[config.mk]
export PLATFORM = sky130hd
export DESIGN_NAME = sc_char_uart
export DESIGN_NICKNAME = d
export VERILOG_FILES = /design/src/rtl/sc_uart_pkg.sv /design/src/rtl/sc_rx_fifo.sv /design/src/rtl/sc_char_rx.sv /design/src/rtl/sc_char_tx.sv /design/src/rtl/sc_char_uart.sv
export SDC_FILE = /design/constraint.sdc
export NUM_CORES = 1
export LEC_CHECK = 0
export ABC_AREA = 1
export CAP_MARGIN = 10
export CORE_MARGIN = 8
export CORE_UTILIZATION = 55
export DETAILED_ROUTE_END_ITERATION = 16
export PLACE_DENSITY = 0.71
export SYNTH_ARGS = -nofsm -noshare
export SYNTH_HDL_FRONTEND = slang
export SYNTH_SLANG_ARGS = --single-unit
[constraint.sdc]
create_clock -name clk -period 2.6 [get_ports clk]
set_clock_uncertainty 0.2 [all_clocks]
set_input_delay 0.26 -clock clk [delete_from_list [all_inputs] [get_ports clk]]
set_output_delay 0.26 -clock clk [all_outputs]
set_load 0.02 [all_outputs]
[src/rtl/sc_uart_pkg.sv]
package sc_uart_pkg;
  typedef enum logic [2:0] {
    A_CTRL = 3'd0,
    A_ETU  = 3'd1,
    A_EGT  = 3'd2,
    A_TXD  = 3'd3,
    A_RXD  = 3'd4,
    A_STAT = 3'd5,
    A_ERRC = 3'd6,
    A_FCNT = 3'd7
  } reg_addr_e;

  localparam logic [7:0] TS_DIRECT_RAW  = 8'h3B;
  localparam logic [7:0] TS_INVERSE_RAW = 8'h03;
  localparam logic [7:0] TS_INVERSE_VAL = 8'h3F;
endpackage

[src/rtl/sc_rx_fifo.sv]
module sc_rx_fifo #(
  parameter int DEPTH = 8,
  parameter int W     = 8
) (
  input  logic                         clk,
  input  logic                         rst,
  input  logic                         push,
  input  logic [W-1:0]                 din,
  input  logic                         pop,
  output logic [W-1:0]                 dout,
  output logic [$clog2(DEPTH+1)-1:0]   count,
  output logic                         full,
  output logic                         empty
);
  localparam int AW = (DEPTH > 1) ? $clog2(DEPTH) : 1;
  localparam int CW = $clog2(DEPTH + 1);

  logic [W-1:0]  mem [DEPTH];
  logic [AW-1:0] wp, rp;

  assign full  = (count == CW'(DEPTH));
  assign empty = (count == '0);

  wire do_push = push && !full;
  wire do_pop  = pop && !empty;

  // storage written without reset so it maps onto RAM
  always_ff @(posedge clk) begin
    if (do_push) mem[wp] <= din;
  end

  always_ff @(posedge clk) begin
    if (rst) begin
      wp    <= '0;
      rp    <= '0;
      count <= '0;
      dout  <= '0;
    end else begin
      if (do_push) wp <= (wp == AW'(DEPTH - 1)) ? '0 : wp + 1'b1;
      if (do_pop) begin
        rp   <= (rp == AW'(DEPTH - 1)) ? '0 : rp + 1'b1;
        dout <= mem[rp];
      end else if (pop) begin
        dout <= '0;
      end
      case ({do_push, do_pop})
        2'b10:   count <= count + 1'b1;
        2'b01:   count <= count - 1'b1;
        default: count <= count;
      endcase
    end
  end
endmodule

[src/rtl/sc_char_rx.sv]
module sc_char_rx #(
  parameter int ETU_W = 8
) (
  input  logic             clk,
  input  logic             rst,
  input  logic             line_s,
  input  logic             hold,
  input  logic [ETU_W-1:0] etu_div,
  input  logic             t0_mode,
  output logic             busy,
  output logic             drv_low,
  output logic             push,
  output logic [7:0]       pdata,
  output logic             perr_evt,
  output logic             conv_known,
  output logic             conv_inv
);
  import sc_uart_pkg::*;

  typedef enum logic [1:0] {S_IDLE, S_BITS, S_SIG} rx_st_e;
  rx_st_e            st;
  logic [ETU_W-1:0]  cnt;
  logic [3:0]        idx;
  logic [8:0]        raw;
  logic              line_q;
  logic [7:0]        dec;
  logic              bad_par;

  wire [ETU_W-1:0] half    = etu_div >> 1;
  wire             etu_end = (cnt == etu_div - 1'b1);
  wire             mid     = (cnt == half);

  assign busy = (st != S_IDLE);

  always_comb begin
    for (int k = 0; k < 8; k++) dec[7-k] = conv_inv ? ~raw[k] : raw[7-k];
    bad_par = conv_inv ? ~(^raw) : (^raw);
  end

  always_ff @(posedge clk) begin
    if (rst) begin
      st         <= S_IDLE;
      cnt        <= '0;
      idx        <= '0;
      raw        <= '0;
      line_q     <= 1'b1;
      drv_low    <= 1'b0;
      push       <= 1'b0;
      pdata      <= '0;
      perr_evt   <= 1'b0;
      conv_known <= 1'b0;
      conv_inv   <= 1'b0;
    end else begin
      line_q   <= line_s;
      push     <= 1'b0;
      perr_evt <= 1'b0;
      if (st != S_IDLE) begin
        if (etu_end) begin
          cnt <= '0;
          idx <= idx + 1'b1;
        end else begin
          cnt <= cnt + 1'b1;
        end
      end
      case (st)
        S_IDLE: if (!hold && line_q && !line_s) begin
          st  <= S_BITS;
          cnt <= '0;
          idx <= '0;
        end
        S_BITS: if (mid) begin
          if (idx == 4'd0) begin
            if (line_s) st <= S_IDLE;
          end else if (idx <= 4'd9) begin
            raw <= {line_s, raw[8:1]};
          end else begin
            st <= S_IDLE;
            if (!conv_known) begin
              if (raw[7:0] == TS_DIRECT_RAW) begin
                conv_known <= 1'b1;
                conv_inv   <= 1'b0;
                push       <= 1'b1;
                pdata      <= TS_DIRECT_RAW;
              end else if (raw[7:0] == TS_INVERSE_RAW) begin
                conv_known <= 1'b1;
                conv_inv   <= 1'b1;
                push       <= 1'b1;
                pdata      <= TS_INVERSE_VAL;
              end
            end else if (bad_par) begin
              perr_evt <= 1'b1;
              if (t0_mode) begin
                drv_low <= 1'b1;
                st      <= S_SIG;
              end else begin
                push  <= 1'b1;
                pdata <= dec;
              end
            end else begin
              push  <= 1'b1;
              pdata <= dec;
            end
          end
        end
        S_SIG: if (mid && idx == 4'd11) begin
          drv_low <= 1'b0;
          st      <= S_IDLE;
        end
        default: st <= S_IDLE;
      endcase
    end
  end
endmodule

[src/rtl/sc_char_tx.sv]
module sc_char_tx #(
  parameter int ETU_W = 8,
  parameter int EGT_W = 8,
  parameter int RTY_W = 3
) (
  input  logic             clk,
  input  logic             rst,
  input  logic             line_s,
  input  logic             start,
  input  logic [7:0]       din,
  input  logic             rx_busy,
  input  logic [ETU_W-1:0] etu_div,
  input  logic [EGT_W-1:0] egt,
  input  logic             t0_mode,
  input  logic             conv_inv,
  input  logic [RTY_W-1:0] rty_limit,
  output logic             busy,
  output logic             drv_low,
  output logic             err_evt,
  output logic             fail_evt
);
  localparam int IW = EGT_W + 2;

  typedef enum logic [1:0] {T_IDLE, T_WAIT, T_RUN} tx_st_e;
  tx_st_e            st;
  logic [ETU_W-1:0]  cnt;
  logic [IW-1:0]     idx;
  logic [8:0]        frame, enc;
  logic              err;
  logic [RTY_W-1:0]  rty;
  logic              drv_nx;

  wire [ETU_W-1:0] half    = etu_div >> 1;
  wire             etu_end = (cnt == etu_div - 1'b1);
  wire             mid     = (cnt == half);
  wire [IW-1:0]    end_idx = IW'(12) + IW'(egt) + IW'(err);

  assign busy = (st != T_IDLE);

  always_comb begin
    for (int k = 0; k < 8; k++) enc[k] = conv_inv ? ~din[7-k] : din[k];
    enc[8] = conv_inv ? ~(^din) : (^din);
  end

  always_comb begin
    drv_nx = 1'b0;
    if (st == T_RUN) begin
      if (idx == '0) drv_nx = 1'b1;
      else if (idx <= IW'(9)) drv_nx = ~frame[idx[3:0] - 4'd1];
    end
  end

  always_ff @(posedge clk) begin
    if (rst) begin
      st       <= T_IDLE;
      cnt      <= '0;
      idx      <= '0;
      frame    <= '0;
      err      <= 1'b0;
      rty      <= '0;
      drv_low  <= 1'b0;
      err_evt  <= 1'b0;
      fail_evt <= 1'b0;
    end else begin
      drv_low  <= drv_nx;
      err_evt  <= 1'b0;
      fail_evt <= 1'b0;
      case (st)
        T_IDLE: if (start) begin
          frame <= enc;
          rty   <= '0;
          st    <= T_WAIT;
        end
        T_WAIT: if (!rx_busy) begin
          st  <= T_RUN;
          cnt <= '0;
          idx <= '0;
          err <= 1'b0;
        end
        T_RUN: begin
          if (mid && idx == IW'(10) && t0_mode && !line_s) begin
            err     <= 1'b1;
            err_evt <= 1'b1;
          end
          if (etu_end) begin
            cnt <= '0;
            if (idx + 1'b1 == end_idx) begin
              if (err && rty < rty_limit) begin
                rty <= rty + 1'b1;
                idx <= '0;
                err <= 1'b0;
              end else begin
                fail_evt <= err;
                st       <= T_IDLE;
              end
            end else begin
              idx <= idx + 1'b1;
            end
          end else begin
            cnt <= cnt + 1'b1;
          end
        end
        default: st <= T_IDLE;
      endcase
    end
  end
endmodule

[src/rtl/sc_char_uart.sv]
module sc_char_uart #(
  parameter int          DEPTH   = 8,
  parameter int          CNT_W   = 4,
  parameter logic [7:0]  ETU_RST = 8'd16
) (
  input  logic       clk,
  input  logic       rst,
  input  logic [2:0] bus_addr,
  input  logic       bus_wr,
  input  logic       bus_rd,
  input  logic [7:0] bus_wdata,
  output logic [7:0] bus_rdata,
  input  logic       io_in,
  output logic       io_drv_low,
  output logic       irq
);
  import sc_uart_pkg::*;

  localparam int FCW = $clog2(DEPTH + 1);
  localparam logic [CNT_W-1:0] CNT_MAX = '1;

  logic             t0_mode;
  logic [2:0]       rty_limit, lvl_f;
  logic [7:0]       etu_div, egt;
  logic             overrun, tx_fail;
  logic [CNT_W-1:0] rx_perr, tx_perr;
  logic             sync1, line_s;
  logic [7:0]       rdata_q;
  logic             rd_fifo_q;

  logic             rx_busy, rx_drv, rx_push, rx_perr_evt, conv_known, conv_inv;
  logic [7:0]       rx_data;
  logic             tx_busy, tx_drv, tx_err_evt, tx_fail_evt;
  logic [7:0]       fifo_dout;
  logic [FCW-1:0]   fifo_cnt;
  logic             fifo_full, fifo_empty;

  wire wr_ctrl   = bus_wr && bus_addr == A_CTRL;
  wire clr_flags = wr_ctrl && bus_wdata[7];
  wire clr_cnt   = bus_wr && bus_addr == A_ERRC;
  wire tx_start  = bus_wr && bus_addr == A_TXD;
  wire fifo_pop  = bus_rd && bus_addr == A_RXD;

  always_ff @(posedge clk) begin
    if (rst) begin
      sync1  <= 1'b1;
      line_s <= 1'b1;
    end else begin
      sync1  <= io_in;
      line_s <= sync1;
    end
  end

  sc_char_rx #(.ETU_W(8)) rx_i (
    .clk, .rst, .line_s, .hold(tx_busy), .etu_div, .t0_mode,
    .busy(rx_busy), .drv_low(rx_drv), .push(rx_push), .pdata(rx_data),
    .perr_evt(rx_perr_evt), .conv_known, .conv_inv
  );

  sc_char_tx #(.ETU_W(8), .EGT_W(8), .RTY_W(3)) tx_i (
    .clk, .rst, .line_s, .start(tx_start), .din(bus_wdata), .rx_busy,
    .etu_div, .egt, .t0_mode, .conv_inv, .rty_limit,
    .busy(tx_busy), .drv_low(tx_drv), .err_evt(tx_err_evt), .fail_evt(tx_fail_evt)
  );

  sc_rx_fifo #(.DEPTH(DEPTH), .W(8)) fifo_i (
    .clk, .rst, .push(rx_push), .din(rx_data), .pop(fifo_pop),
    .dout(fifo_dout), .count(fifo_cnt), .full(fifo_full), .empty(fifo_empty)
  );

  assign io_drv_low = rx_drv | tx_drv;

  always_ff @(posedge clk) begin
    if (rst) begin
      t0_mode   <= 1'b1;
      rty_limit <= 3'd3;
      lvl_f     <= 3'd0;
      etu_div   <= ETU_RST;
      egt       <= 8'd0;
      overrun   <= 1'b0;
      tx_fail   <= 1'b0;
      rx_perr   <= '0;
      tx_perr   <= '0;
      irq       <= 1'b0;
      rdata_q   <= '0;
      rd_fifo_q <= 1'b0;
    end else begin
      if (wr_ctrl) begin
        t0_mode   <= bus_wdata[0];
        rty_limit <= bus_wdata[3:1];
        lvl_f     <= bus_wdata[6:4];
      end
      if (bus_wr && bus_addr == A_ETU) etu_div <= bus_wdata;
      if (bus_wr && bus_addr == A_EGT) egt     <= bus_wdata;

      if (rx_push && fifo_full) overrun <= 1'b1;
      else if (clr_flags)       overrun <= 1'b0;
      if (tx_fail_evt)          tx_fail <= 1'b1;
      else if (clr_flags)       tx_fail <= 1'b0;

      if (clr_cnt) begin
        rx_perr <= '0;
        tx_perr <= '0;
      end else begin
        if (rx_perr_evt && rx_perr != CNT_MAX) rx_perr <= rx_perr + 1'b1;
        if (tx_err_evt  && tx_perr != CNT_MAX) tx_perr <= tx_perr + 1'b1;
      end

      irq <= (int'(fifo_cnt) >= int'(lvl_f) + 1);

      rd_fifo_q <= fifo_pop;
      if (bus_rd) begin
        case (bus_addr)
          A_CTRL:  rdata_q <= {1'b0, lvl_f, rty_limit, t0_mode};
          A_ETU:   rdata_q <= etu_div;
          A_EGT:   rdata_q <= egt;
          A_STAT:  rdata_q <= {rx_busy, irq, fifo_empty, overrun, tx_fail,
                               tx_busy, conv_inv, conv_known};
          A_ERRC:  rdata_q <= {4'(tx_perr), 4'(rx_perr)};
          A_FCNT:  rdata_q <= 8'(fifo_cnt);
          default: rdata_q <= '0;
        endcase
      end
    end
  end

  assign bus_rdata = rd_fifo_q ? fifo_dout : rdata_q;
endmodule

==> results_dict.tcl <==
set metrics [dict create \
    n_fill_cell 1583 \
    layout.nets 1456 \
    final_common_cell "nand2_1" \
    core-area_mm2 0.0188 \
    power.leakage_uw 0.00517 \
    synth_flop_cell "dfxtp_1" \
    worstSetupEndpoint "tx_i.st[1]" \
    firstDrtPassIters 5 \
    slew_viol_final 0 \
    hold_violations 0 \
    final_area_mm2 0.0125 \
    cts_buffers 22 \
    drc 0 \
    gr-total-overflow 0 \
    clk_path_buf_depth 3 \
    vias 9311 \
    synth_top_area_frac 0.263 \
    combPwrFrac 0.148 \
    clk_pin_slew_ps 60 \
    reg2reg_depth 15 \
    switching_share 0.261 \
    wl_per_cell_um 16.0 \
    end_kind "register" \
    reg2reg_from "tx_i.idx[0]" \
    status "finished clean" \
    grt_pass1_wl_um 43000 \
    drt-initial-drc-count 915 \
    dpl_worst_slack_ps -114 \
    pin_count 26 \
    postRouteAntennaNets 0 \
    setup_violations 0 \
    worst_setup_path_start_kind "register" \
    period_share 0.998 \
    regToRegSetupSlack_ps 4 \
    via_per_inst 5.55 \
    path_depth 15 \
    required_ps 2770 \
    grt.total_usage 0.218 \
    max_stage_delay_ps 390 \
    hp-class "in2reg" \
    gp_congestion 0.888 \
    port_buffers 25 \
    async_reset_ff_frac 0 \
    seq_area_mm2 0.00472 \
    vdd_drop_max_uv 480 \
    num_rows 50 \
    antenna_cells 0 \
    post_route_cells_drive_above_1_share 0.150 \
    tightest_slew_ps 642 \
    worstPathCellList "ha_4 > nand4_1 > nand2_1 > inv_1 > nand2_1 > nand3_1 > nor2_2 > nand3_2 > nor2_4 > nand3_4 > nand2_8 > buf_6 > nand3_2 > o21ai_2 > nor2_1" \
    rsz0062_at_grt "true" \
    clock_latency_ps 500 \
    crit_buf_inv 2 \
    cts_tree "yes" \
    cts_root_buffer "clkbuf_16" \
    die_w_um 155 \
    synth_area_per_cell_um2 8.01 \
    grt_pass1_vias 8500 \
    wirelength_um 26900 \
    syn_inst 1323 \
    syn_nets 1378 \
    ys_ff_latch 203 \
    netlist_area_mm2 0.0106 \
    synth_area_leader_cell "dfxtp_1" \
    dieArea_mm2 0.0240 \
    r2r_end "tx_i.st[1]" \
    cp_top_family "simple AND/OR/NAND/NOR gates" \
    die_height_um 155 \
    grt_max_degree 50 \
    startpoint "tx_i.idx[0]" \
    maxCapViolations 0 \
    synth_edf_count 64 \
    power.internal_uw 5800 \
    path_class "reg2reg" \
    worstPathMaxFanout 6 \
    setup_ws_ps 4.24 \
    max_clock_freq_ghz 0.385 \
    final_cell_mix "nand2_1 (213), nor2_1 (158), inv_1 (133), dfxtp_1 (130), a21oi_1 (109)" \
    initial_core_util 0.563 \
    ctsHtreeMaxLevel 1 \
    hpwl_um 18900 \
    multiInputGateArea_mm2 0.00533 \
    hold_buffers 0 \
    fin_crit_ps 2600 \
    arrival_ps 2770 \
    power_density_mw_per_mm2 625 \
    crit_slowest_cell "dfxtp_2" \
    seqPwrFrac 0.436 \
    placed_cell_area_mm2 0.0114 \
    power_frac_clock 0.415 \
    synthDistinctLibCells 52 \
    syn_to_final_growth_pct 18.4 \
    ys_warn_count 0 \
    synth-seq-area-share 0.444 \
    cts_num_sinks 203 \
    antenna_found_initial 0 \
    slew_headroom 0.572 \
    synth.area.top_cells "dfxtp_1 (26%), edfxtp_1 (18%), nand2_1 (7.7%)" \
    p_switching_uw 2040 \
]
[cell usage after synthesis, types with 5 or more instances]
master      n
a211oi_1   14
mux2_2      8
clkbuf_1   31
o22ai_1    12
inv_1     140
ha_1       38
nor2_1    166
nand3_2    14
nand3b_1    5
inv_2       5
nand3_1    67
o21ai_0   114
buf_4       5
nor3_1     11
o211ai_1   22
nor2_4      6
nand4_1    18
edfxtp_1   64
xor2_1     30
xnor2_1    14
buf_6       7
nand2_2     7
dfxtp_1   139
a21oi_1   113
nand2_1   216
a31oi_1     8
[worst min-delay path by stage]
stage          startpoint         end  slack (ps)  depth (start not counted)
6_report              rst  tx_i.st[1]         110                          4
5_1_grt             io_in       sync1         130                          2
4_1_cts             io_in       sync1         110                          2
3_5_place_dp        sync1      line_s         200                          1
3_3_place_gp        sync1      line_s         190                          1
2_1_floorplan       io_in       sync1         160                          1
[layout make-up]
class / count / area share
repair buffers: 96 / 0.0664
well taps: 260 / 0.0259
clock buffers: 33 / 0.0521
clock inverters: 7 / 0.00858
inverters: 148 / 0.0452
repair inverters: 1 / 0.000599
multi-input cells: 929 / 0.425
flip-flops and latches: 203 / 0.376
[repair_timing]
action	CTS	global route
setup buffers	0	3
pin swaps	0	24
gates resized for setup	1	67
gates cloned	1	5
endpoints found under the setup margin	10	32
[worst register-to-register path, cell delays in order, from the launching register on]
cell,delay (ps)
dfxtp_2,390
ha_4,180
nand4_1,240
nand2_1,170
inv_1,70
nand2_1,80
nand3_1,100
nor2_2,150
nand3_2,120
nor2_4,150
nand3_4,130
nand2_8,140
buf_6,130
nand3_2,60
o21ai_2,140
nor2_1,50
[flip-flops by register name (all words and copies together), names as in the netlist, 2 cells and up, named ones only]
signal and count:
rx_i.raw 9, tx_i.st 2, fifo_i.rp 3, tx_i.idx 10
egt 8, rx_perr 4, tx_i.frame 9, fifo_i.count 4
tx_perr 4, rx_i.st 2, lvl_f 3, rx_i.pdata 8
fifo_i.mem 64, rx_i.idx 4, rdata_q 8, rty_limit 3
tx_i.cnt 8, rx_i.cnt 8, tx_i.rty 3, fifo_i.wp 3
etu_div 8, fifo_i.dout 8
[layer usage]
layer | vias to the layer above | wire [um] | GRT usage
met4 | 0 | 459 | 0.0457
met3 | 37 | 2100 | 0.0393
met2 | 314 | 11700 | 0.339
met5 | - | 0 | 0
met1 | 4334 | 12600 | 0.310
li1 | 4626 | - | -
[power by group through the flow]
stage	registers (uW)	logic, uW	clock network, uW
after floorplan	3450	715	0
after global placement	3470	995	0
after detailed placement	3470	1010	0
after CTS	3410	1030	3300
after global routing	3430	1280	3420
final	3420	1160	3260
[logic make-up after synthesis]
group           count (synthesis)  synth area share
simple gates                  527             0.224
mux                             8           0.00850
compound gates                307             0.163
fa+ha+maj                      39            0.0468
buf+inv                       194            0.0759
flops                         203             0.444
xor+xnor                       45            0.0379
[metrics by stage]
stage	setup TNS [ps]	cells	total power (uW)	utilization	hold WS [ps]
2_1_floorplan	0	1323	4160	-	164
3_3_place_gp	-25.2	1628	4470	0.607	191
3_5_place_dp	-187	1628	4490	0.607	197
5_1_grt	-1290	1677	8130	0.666	132
4_1_cts	0	1669	7740	0.649	108
6_report	0	1677	7840	0.666	109
Power figures use the tool's default switching activity.
